## src/rtl/irqc_pkg.sv

```systemverilog
package irqc_pkg;
  // field positions inside a per-line configuration word
  localparam int CFG_BLOCK = 0;
  localparam int CFG_EDGE  = 1;
  localparam int CFG_POL   = 2;
  localparam int CFG_PRIO  = 3;

  typedef enum logic [1:0] {
    GATE_HOLD = 2'b00,
    GATE_OFF  = 2'b01,
    GATE_ON   = 2'b10,
    GATE_LOAD = 2'b11
  } gate_cmd_e;
endpackage

```

## src/rtl/irqc_sync.sv

```systemverilog
module irqc_sync #(
  parameter int LINES = 8
) (
  input  logic             clk,
  input  logic             rst,
  input  logic [LINES-1:0] raw,
  output logic [LINES-1:0] lvl,
  output logic [LINES-1:0] lvl_prev
);
  for (genvar g = 0; g < LINES; g++) begin : g_line
    logic meta, stab, hist;
    always_ff @(posedge clk) begin
      if (rst) begin
        meta <= 1'b0;
        stab <= 1'b0;
        hist <= 1'b0;
      end else begin
        meta <= raw[g];
        stab <= meta;
        hist <= stab;
      end
    end
    assign lvl[g]      = stab;
    assign lvl_prev[g] = hist;
  end
endmodule

```

## src/rtl/irqc_vec.sv

```systemverilog
module irqc_vec
  import irqc_pkg::*;
#(
  parameter int PRIO_W = 3,
  localparam int DATA_W = PRIO_W + 3
) (
  input  logic              clk,
  input  logic              rst,
  input  logic              cfg_we,
  input  logic [DATA_W-1:0] cfg_wdata,
  input  logic              lvl,
  input  logic              lvl_prev,
  input  logic              take_hit,
  input  logic              ack_hit,
  input  logic              thr_en,
  input  logic [PRIO_W-1:0] thr_lvl,
  output logic              elig,
  output logic [PRIO_W-1:0] prio
);
  logic              blk_q, edge_q, pol_q;
  logic [PRIO_W-1:0] prio_q;
  logic              pend_q, pend_d;
  logic              ins_q, ins_d;
  logic              det, active, thr_ok;

  always_ff @(posedge clk) begin
    if (rst) begin
      blk_q  <= 1'b1;
      edge_q <= 1'b0;
      pol_q  <= 1'b1;
      prio_q <= '0;
    end else if (cfg_we) begin
      blk_q  <= cfg_wdata[CFG_BLOCK];
      edge_q <= cfg_wdata[CFG_EDGE];
      pol_q  <= cfg_wdata[CFG_POL];
      prio_q <= cfg_wdata[CFG_PRIO +: PRIO_W];
    end
  end

  // edge seen on the synchronized line in the selected direction
  assign det = pol_q ? (lvl & ~lvl_prev) : (~lvl & lvl_prev);

  // a fresh edge outranks a simultaneous acknowledge
  assign pend_d = edge_q & ((pend_q & ~ack_hit) | det);
  // a fresh take outranks a simultaneous acknowledge
  assign ins_d  = (ins_q & ~ack_hit) | take_hit;

  always_ff @(posedge clk) begin
    if (rst) begin
      pend_q <= 1'b0;
      ins_q  <= 1'b0;
    end else begin
      pend_q <= pend_d;
      ins_q  <= ins_d;
    end
  end

  assign active = edge_q ? pend_d : (lvl == pol_q);
  assign thr_ok = ~thr_en | (prio_q > thr_lvl);
  assign elig   = active & ~ins_d & ~blk_q & thr_ok;
  assign prio   = prio_q;
endmodule

```

## src/rtl/irqc_arb.sv

```systemverilog
module irqc_arb #(
  parameter int N_VEC  = 8,
  parameter int PRIO_W = 3,
  localparam int VEC_W = $clog2(N_VEC)
) (
  input  logic [N_VEC-1:0]             elig,
  input  logic [N_VEC-1:0][PRIO_W-1:0] prio,
  output logic                         found,
  output logic [VEC_W-1:0]             win_idx,
  output logic [PRIO_W-1:0]            win_prio
);
  // scan from the top index down; ">=" lets a lower index take a tie
  always_comb begin
    found    = 1'b0;
    win_idx  = '0;
    win_prio = '0;
    for (int i = N_VEC - 1; i >= 0; i--) begin
      if (elig[i] && (!found || prio[i] >= win_prio)) begin
        found    = 1'b1;
        win_idx  = VEC_W'(i);
        win_prio = prio[i];
      end
    end
  end
endmodule

```

## src/rtl/irqc_top.sv

```systemverilog
module irqc_top
  import irqc_pkg::*;
#(
  parameter int N_VEC  = 8,
  parameter int PRIO_W = 3,
  localparam int VEC_W  = $clog2(N_VEC),
  localparam int ADDR_W = $clog2(N_VEC + 1),
  localparam int DATA_W = PRIO_W + 3
) (
  input  logic              clk,
  input  logic              rst,
  input  logic [N_VEC-1:0]  irq_in,
  input  logic              wr_en,
  input  logic [ADDR_W-1:0] wr_addr,
  input  logic [DATA_W-1:0] wr_data,
  input  logic              take,
  input  logic              ack_valid,
  input  logic [VEC_W-1:0]  ack_vec,
  input  logic [1:0]        gate_cmd,
  input  logic              gate_restore,
  output logic              gate_state,
  output logic              irq_req,
  output logic [VEC_W-1:0]  irq_vec,
  output logic [PRIO_W-1:0] irq_prio
);
  logic [N_VEC-1:0]             lvl, lvl_prev, elig;
  logic [N_VEC-1:0][PRIO_W-1:0] prio;
  logic                         found;
  logic [VEC_W-1:0]             win_idx;
  logic [PRIO_W-1:0]            win_prio;
  logic                         thr_en_q;
  logic [PRIO_W-1:0]            thr_lvl_q;
  logic                         gate_q, gate_d;
  logic                         req_q;
  logic [VEC_W-1:0]             vec_q;
  logic [PRIO_W-1:0]            prio_q;

  irqc_sync #(.LINES(N_VEC)) u_sync (
    .clk(clk), .rst(rst), .raw(irq_in), .lvl(lvl), .lvl_prev(lvl_prev)
  );

  for (genvar v = 0; v < N_VEC; v++) begin : g_vec
    logic we, th, ah;
    assign we = wr_en && (wr_addr == ADDR_W'(v));
    assign th = take && req_q && (vec_q == VEC_W'(v));
    assign ah = ack_valid && (ack_vec == VEC_W'(v));
    irqc_vec #(.PRIO_W(PRIO_W)) u_vec (
      .clk(clk), .rst(rst), .cfg_we(we), .cfg_wdata(wr_data),
      .lvl(lvl[v]), .lvl_prev(lvl_prev[v]), .take_hit(th), .ack_hit(ah),
      .thr_en(thr_en_q), .thr_lvl(thr_lvl_q),
      .elig(elig[v]), .prio(prio[v])
    );
  end

  irqc_arb #(.N_VEC(N_VEC), .PRIO_W(PRIO_W)) u_arb (
    .elig(elig), .prio(prio), .found(found),
    .win_idx(win_idx), .win_prio(win_prio)
  );

  always_ff @(posedge clk) begin
    if (rst) begin
      thr_en_q  <= 1'b0;
      thr_lvl_q <= '0;
    end else if (wr_en && wr_addr == ADDR_W'(N_VEC)) begin
      thr_en_q  <= wr_data[PRIO_W];
      thr_lvl_q <= wr_data[PRIO_W-1:0];
    end
  end

  always_comb begin
    case (gate_cmd_e'(gate_cmd))
      GATE_OFF:  gate_d = 1'b0;
      GATE_ON:   gate_d = 1'b1;
      GATE_LOAD: gate_d = gate_restore;
      default:   gate_d = gate_q;
    endcase
  end

  always_ff @(posedge clk) begin
    if (rst) begin
      gate_q <= 1'b0;
      req_q  <= 1'b0;
      vec_q  <= '0;
      prio_q <= '0;
    end else begin
      gate_q <= gate_d;
      req_q  <= found && gate_d;
      vec_q  <= (found && gate_d) ? win_idx : '0;
      prio_q <= (found && gate_d) ? win_prio : '0;
    end
  end

  assign gate_state = gate_q;
  assign irq_req    = req_q;
  assign irq_vec    = vec_q;
  assign irq_prio   = prio_q;
endmodule

```

## config.mk

```make
export PLATFORM = sky130hd
export DESIGN_NAME = irqc_top
export DESIGN_NICKNAME = d
export VERILOG_FILES = /design/src/rtl/irqc_pkg.sv /design/src/rtl/irqc_sync.sv /design/src/rtl/irqc_vec.sv /design/src/rtl/irqc_arb.sv /design/src/rtl/irqc_top.sv
export SDC_FILE = /design/constraint.sdc
export NUM_CORES = 1
export LEC_CHECK = 0
export CORE_ASPECT_RATIO = 1.4
export CORE_MARGIN = 3
export CORE_UTILIZATION = 38
export CTS_CLUSTER_SIZE = 14
export DETAILED_ROUTE_END_ITERATION = 8
export DONT_BUFFER_PORTS = 1
export PLACE_DENSITY = 0.55
export SKIP_LAST_GASP = 1
export SLEW_MARGIN = 0
export SYNTH_ARGS = -nofsm -noshare
export SYNTH_HDL_FRONTEND = slang
export SYNTH_HIERARCHICAL = 1
export SYNTH_SLANG_ARGS = --single-unit
```

## constraint.sdc

```tcl
create_clock -name clk -period 10 [get_ports clk]
set_input_delay 1.5 -clock clk [delete_from_list [all_inputs] [get_ports clk]]
set_output_delay 1.5 -clock clk [all_outputs]
set_load 0.02 [all_outputs]
```

==> metrics.csv <==
stage;metric;value;unit
timing;hold_slack;431.6;ps
cells_and_area;nets;745;
detailed_routing;routed_wl;13770;µm
logic_synthesis;ys_types;56;
die;io_pins;37;
cells_and_area;final_cell_mix;100 x dfxtp_1, 77 x nor2_1, 58 x inv_1;
cells_and_area;drive_gt1_share;20.71;%
power_and_ir_drop;switching_power;185.8;µW
timing;final_max_slew_viol_count;0;
global_route;first_global_vias;4497;
power_and_ir_drop;switching_share;23.42;%
setup_path;crit_type;primary input to flop;
logic_synthesis;synth_area;5712;µm²
clock_network;cts_root_buffer;clkbuf_16;
setup_path;path_common_cell;ha_4;
setup_path;worstPathRequired;10240;ps
detailed_routing;drt_iter0_drc;178;
run_status;status;completed;
logic_synthesis;ys_seq_elements;100;
cells_and_area;areaGrowthSynthToFinish;16.45;%
die;rows;52;
setup_path;cp-start-kind;primary input;
power_and_ir_drop;vdd_ir_drop_max;0.00006850;V
global_route;grt.overflow.total;0;
setup_path;reg2reg_from;thr_lvl_q[1];
timing;hold_viol_final;0;
global_route;grt_max_degree;98;
setup_path;r2r-end;irq_prio[0];
power_and_ir_drop;seq_power_share;51.8;%
power_and_ir_drop;power_leakage;2.492;nW
power_and_ir_drop;pwr-share-comb;5.5;%
clock_network;ctsLongestPathBuffers;2;
detailed_routing;wl_per_cell;15.91;µm
die;die_area;16560;µm²
timing;period_minus_slack;9739;ps
placement;dp_cells;844;
min_path;min_from;u_sync/g_line[0].meta;
cells_and_area;mostFrequentLayoutCell;dfxtp_1;
cells_and_area;diodes;0;
detailed_routing;drtAntennaViolNets;0;
setup_path;critPathLaunch;ack_vec[0];
timing;setup_viol;0;
logic_synthesis;yosysSeqAreaShare;35.05;%
logic_synthesis;synth_edf_count;0;
die;die_h;151.1;µm
global_route;grt_pass1_wl;21760;µm
power_and_ir_drop;internal_power;607.6;µW
setup_path;end_kind;flop;
timing;fmax;102.7;MHz
die;fp.dieW;109.6;µm
setup_path;critPathMaxStageDelay;450;ps
detailed_routing;route.vias.total;4519;
detailed_routing;drc;0;
clock_network;cts_num_sinks;100;
setup_path;rr_worst_depth;45;
setup_path;critPathMaxFanout;7;
die;coreArea;14570;µm²
logic_synthesis;synth-main-ff-cell;dfxtp_1;
timing;tightest_slew;1308;ps
logic_synthesis;async_reset_ff_share;0;%
timing;rsz0062_at_grt;yes;
timing;skew;7.609;ps
min_path;min_path_type;flop to flop;
cells_and_area;utilization;45.64;%
setup_path;endpoint;irq_prio[0];
detailed_routing;drt_pre_antenna_iters;4;
logic_synthesis;avgSynthCellArea;8.667;µm²
timing;fin_crit_sh;97.39;%
logic_synthesis;yosys_warnings;6;
setup_path;cp_slowest_cell;a2111oi_4;
placement;dp.final_hpwl;10330;µm
clock_network;cts_buffers;9;
timing;slew_headroom;12.13;%
clock_network;cts_tree;yes;
setup_path;regToRegSetupSlack;770;ps
clock_network;clk_pin_slew;70;ps
global_route;antenna_found_initial;0;
logic_synthesis;syn_nets;733;
clock_network;cts_hold_buf;0;
placement;port_buffers;0;
global_route;grt_usage;16.98;%
detailed_routing;viasPerCell;5.224;
power_and_ir_drop;power_density;119.3;nW/µm²
logic_synthesis;synthCells;659;
setup_path;arrival;9980;ps
clock_network;clk_latency;340;ps
power_and_ir_drop;clkPwrFrac;42.7;%
cells_and_area;final_cells;865;
placement;place.gp.congestion;0.7991;
die;start_util;39.19;%
flow_run;drv_cap;0;
clock_network;cts_htree_levels;3;
[cell usage after synthesis (4+ instances only)]
cell type | instances | area [µm²]
a211o_1 | 16 | 140.1
a211oi_1 | 9 | 67.56
a21o_1 | 12 | 90.09
a21oi_1 | 16 | 80.08
a221oi_1 | 8 | 70.07
and2_1 | 5 | 31.28
and2b_1 | 4 | 30.03
and3_1 | 6 | 37.54
and4b_1 | 8 | 80.08
buf_2 | 8 | 40.04
buf_4 | 17 | 127.6
buf_6 | 4 | 45.04
clkbuf_1 | 8 | 30.03
dfxtp_1 | 100 | 2002
ha_1 | 45 | 563.0
inv_1 | 59 | 221.5
mux2_2 | 5 | 56.30
mux2i_1 | 37 | 370.4
nand2_1 | 26 | 97.59
nand2b_1 | 18 | 112.6
nand3_1 | 29 | 145.1
nor2_1 | 80 | 300.3
nor2b_1 | 25 | 156.4
nor2b_2 | 14 | 122.6
nor3_1 | 19 | 95.09
o21ai_0 | 21 | 105.1
o21ai_1 | 10 | 50.05
[how the worst min path moves through the flow]
| stage | endpoint | slack, ps | depth (start not counted) |
|---|---|---|---|
| finish | u_sync/g_line[0].stab | 430 | 1 |
| global route | u_sync/g_line[5].stab | 450 | 1 |
| CTS | u_sync/g_line[0].stab | 440 | 1 |
| detailed placement | u_sync/g_line[0].stab | 420 | 1 |
| global placement | u_sync/g_line[0].stab | 410 | 1 |
| floorplan | u_sync/g_line[0].stab | 410 | 1 |
[cells by family (layout without fill, tap and decap cells)]
group,Yosys count,in the layout,synth area share (%)
AO/OA/AOI/OAI,118,118,14.94
adder cells (fa/ha/maj),45,45,9.858
buffers and inverters,96,113,8.127
flip-flops,100,100,35.05
multiplexers,42,42,7.470
AND/OR/NAND/NOR,258,258,24.56
[worst max-delay path: cells and delay by family]
family          cells  cell delay (ps)
compound gates     16             3160
simple gates       18             2590
fa+ha+maj           7             1630
mux                 3             1000
buf+inv             1               70
[final cells by class]
| type | count | area, µm² |
|---|---|---|
| Sequential cell | 100 | 2002 |
| Inverter | 59 | 221.5 |
| Multi-Input combinational cell | 463 | 3618 |
| Clock buffer | 11 | 242.7 |
| Timing Repair Buffer | 38 | 285.3 |
| Tap cell | 189 | 236.5 |
| Clock inverter | 5 | 45.04 |
| Fill cell | 1412 | 7923 |
[metrics by stage]
step,worst slack (ps),power [mW],cell area (µm²),TNS (ps)
2_1_floorplan,28.82,0.4606,5948,0
3_3_place_gp,41.51,0.4599,6186,0
3_5_place_dp,-109.2,0.4618,6186,-186.6
4_1_cts,257.0,0.8015,6474,0
5_1_grt,-120.1,0.8256,6651,-269.2
6_report,260.6,0.7934,6651,0
[sequential cells by signal (all words and copies together), names as in the netlist, 8 cells and up]
register            flops
g_vec.u_vec/prio       24
g_vec.u_vec/blk_q       8
g_vec.u_vec/edge_q      8
g_vec.u_vec/ins_q       8
g_vec.u_vec/pend_q      8
g_vec.u_vec/pol_q       8
u_sync/g_line.hist      8
u_sync/g_line.meta      8
u_sync/g_line.stab      8
[power groups by stage]
stage | sequential, mW | combinational, mW | clock (mW)
after floorplan | 0.418 | 0.0423 | 0
after global placement | 0.420 | 0.0399 | 0
after CTS | 0.411 | 0.0418 | 0.349
after detailed placement | 0.420 | 0.0415 | 0
final | 0.411 | 0.0435 | 0.339
after global routing | 0.412 | 0.0488 | 0.365
[routing by layer]
layer | track usage, % | share of wire [%]
met1 | 19.65 | 43
met2 | 30.47 | 52
met3 | 2.857 | 3.1
met4 | 7.112 | 2.5
met5 | 0 | 0
[what timing repair did]
action	4_1_cts	5_1_grt
buffers inserted	0	5
setup endpoints to repair	0	6
gates resized for setup	0	29
Power figures use the tool's default switching activity.
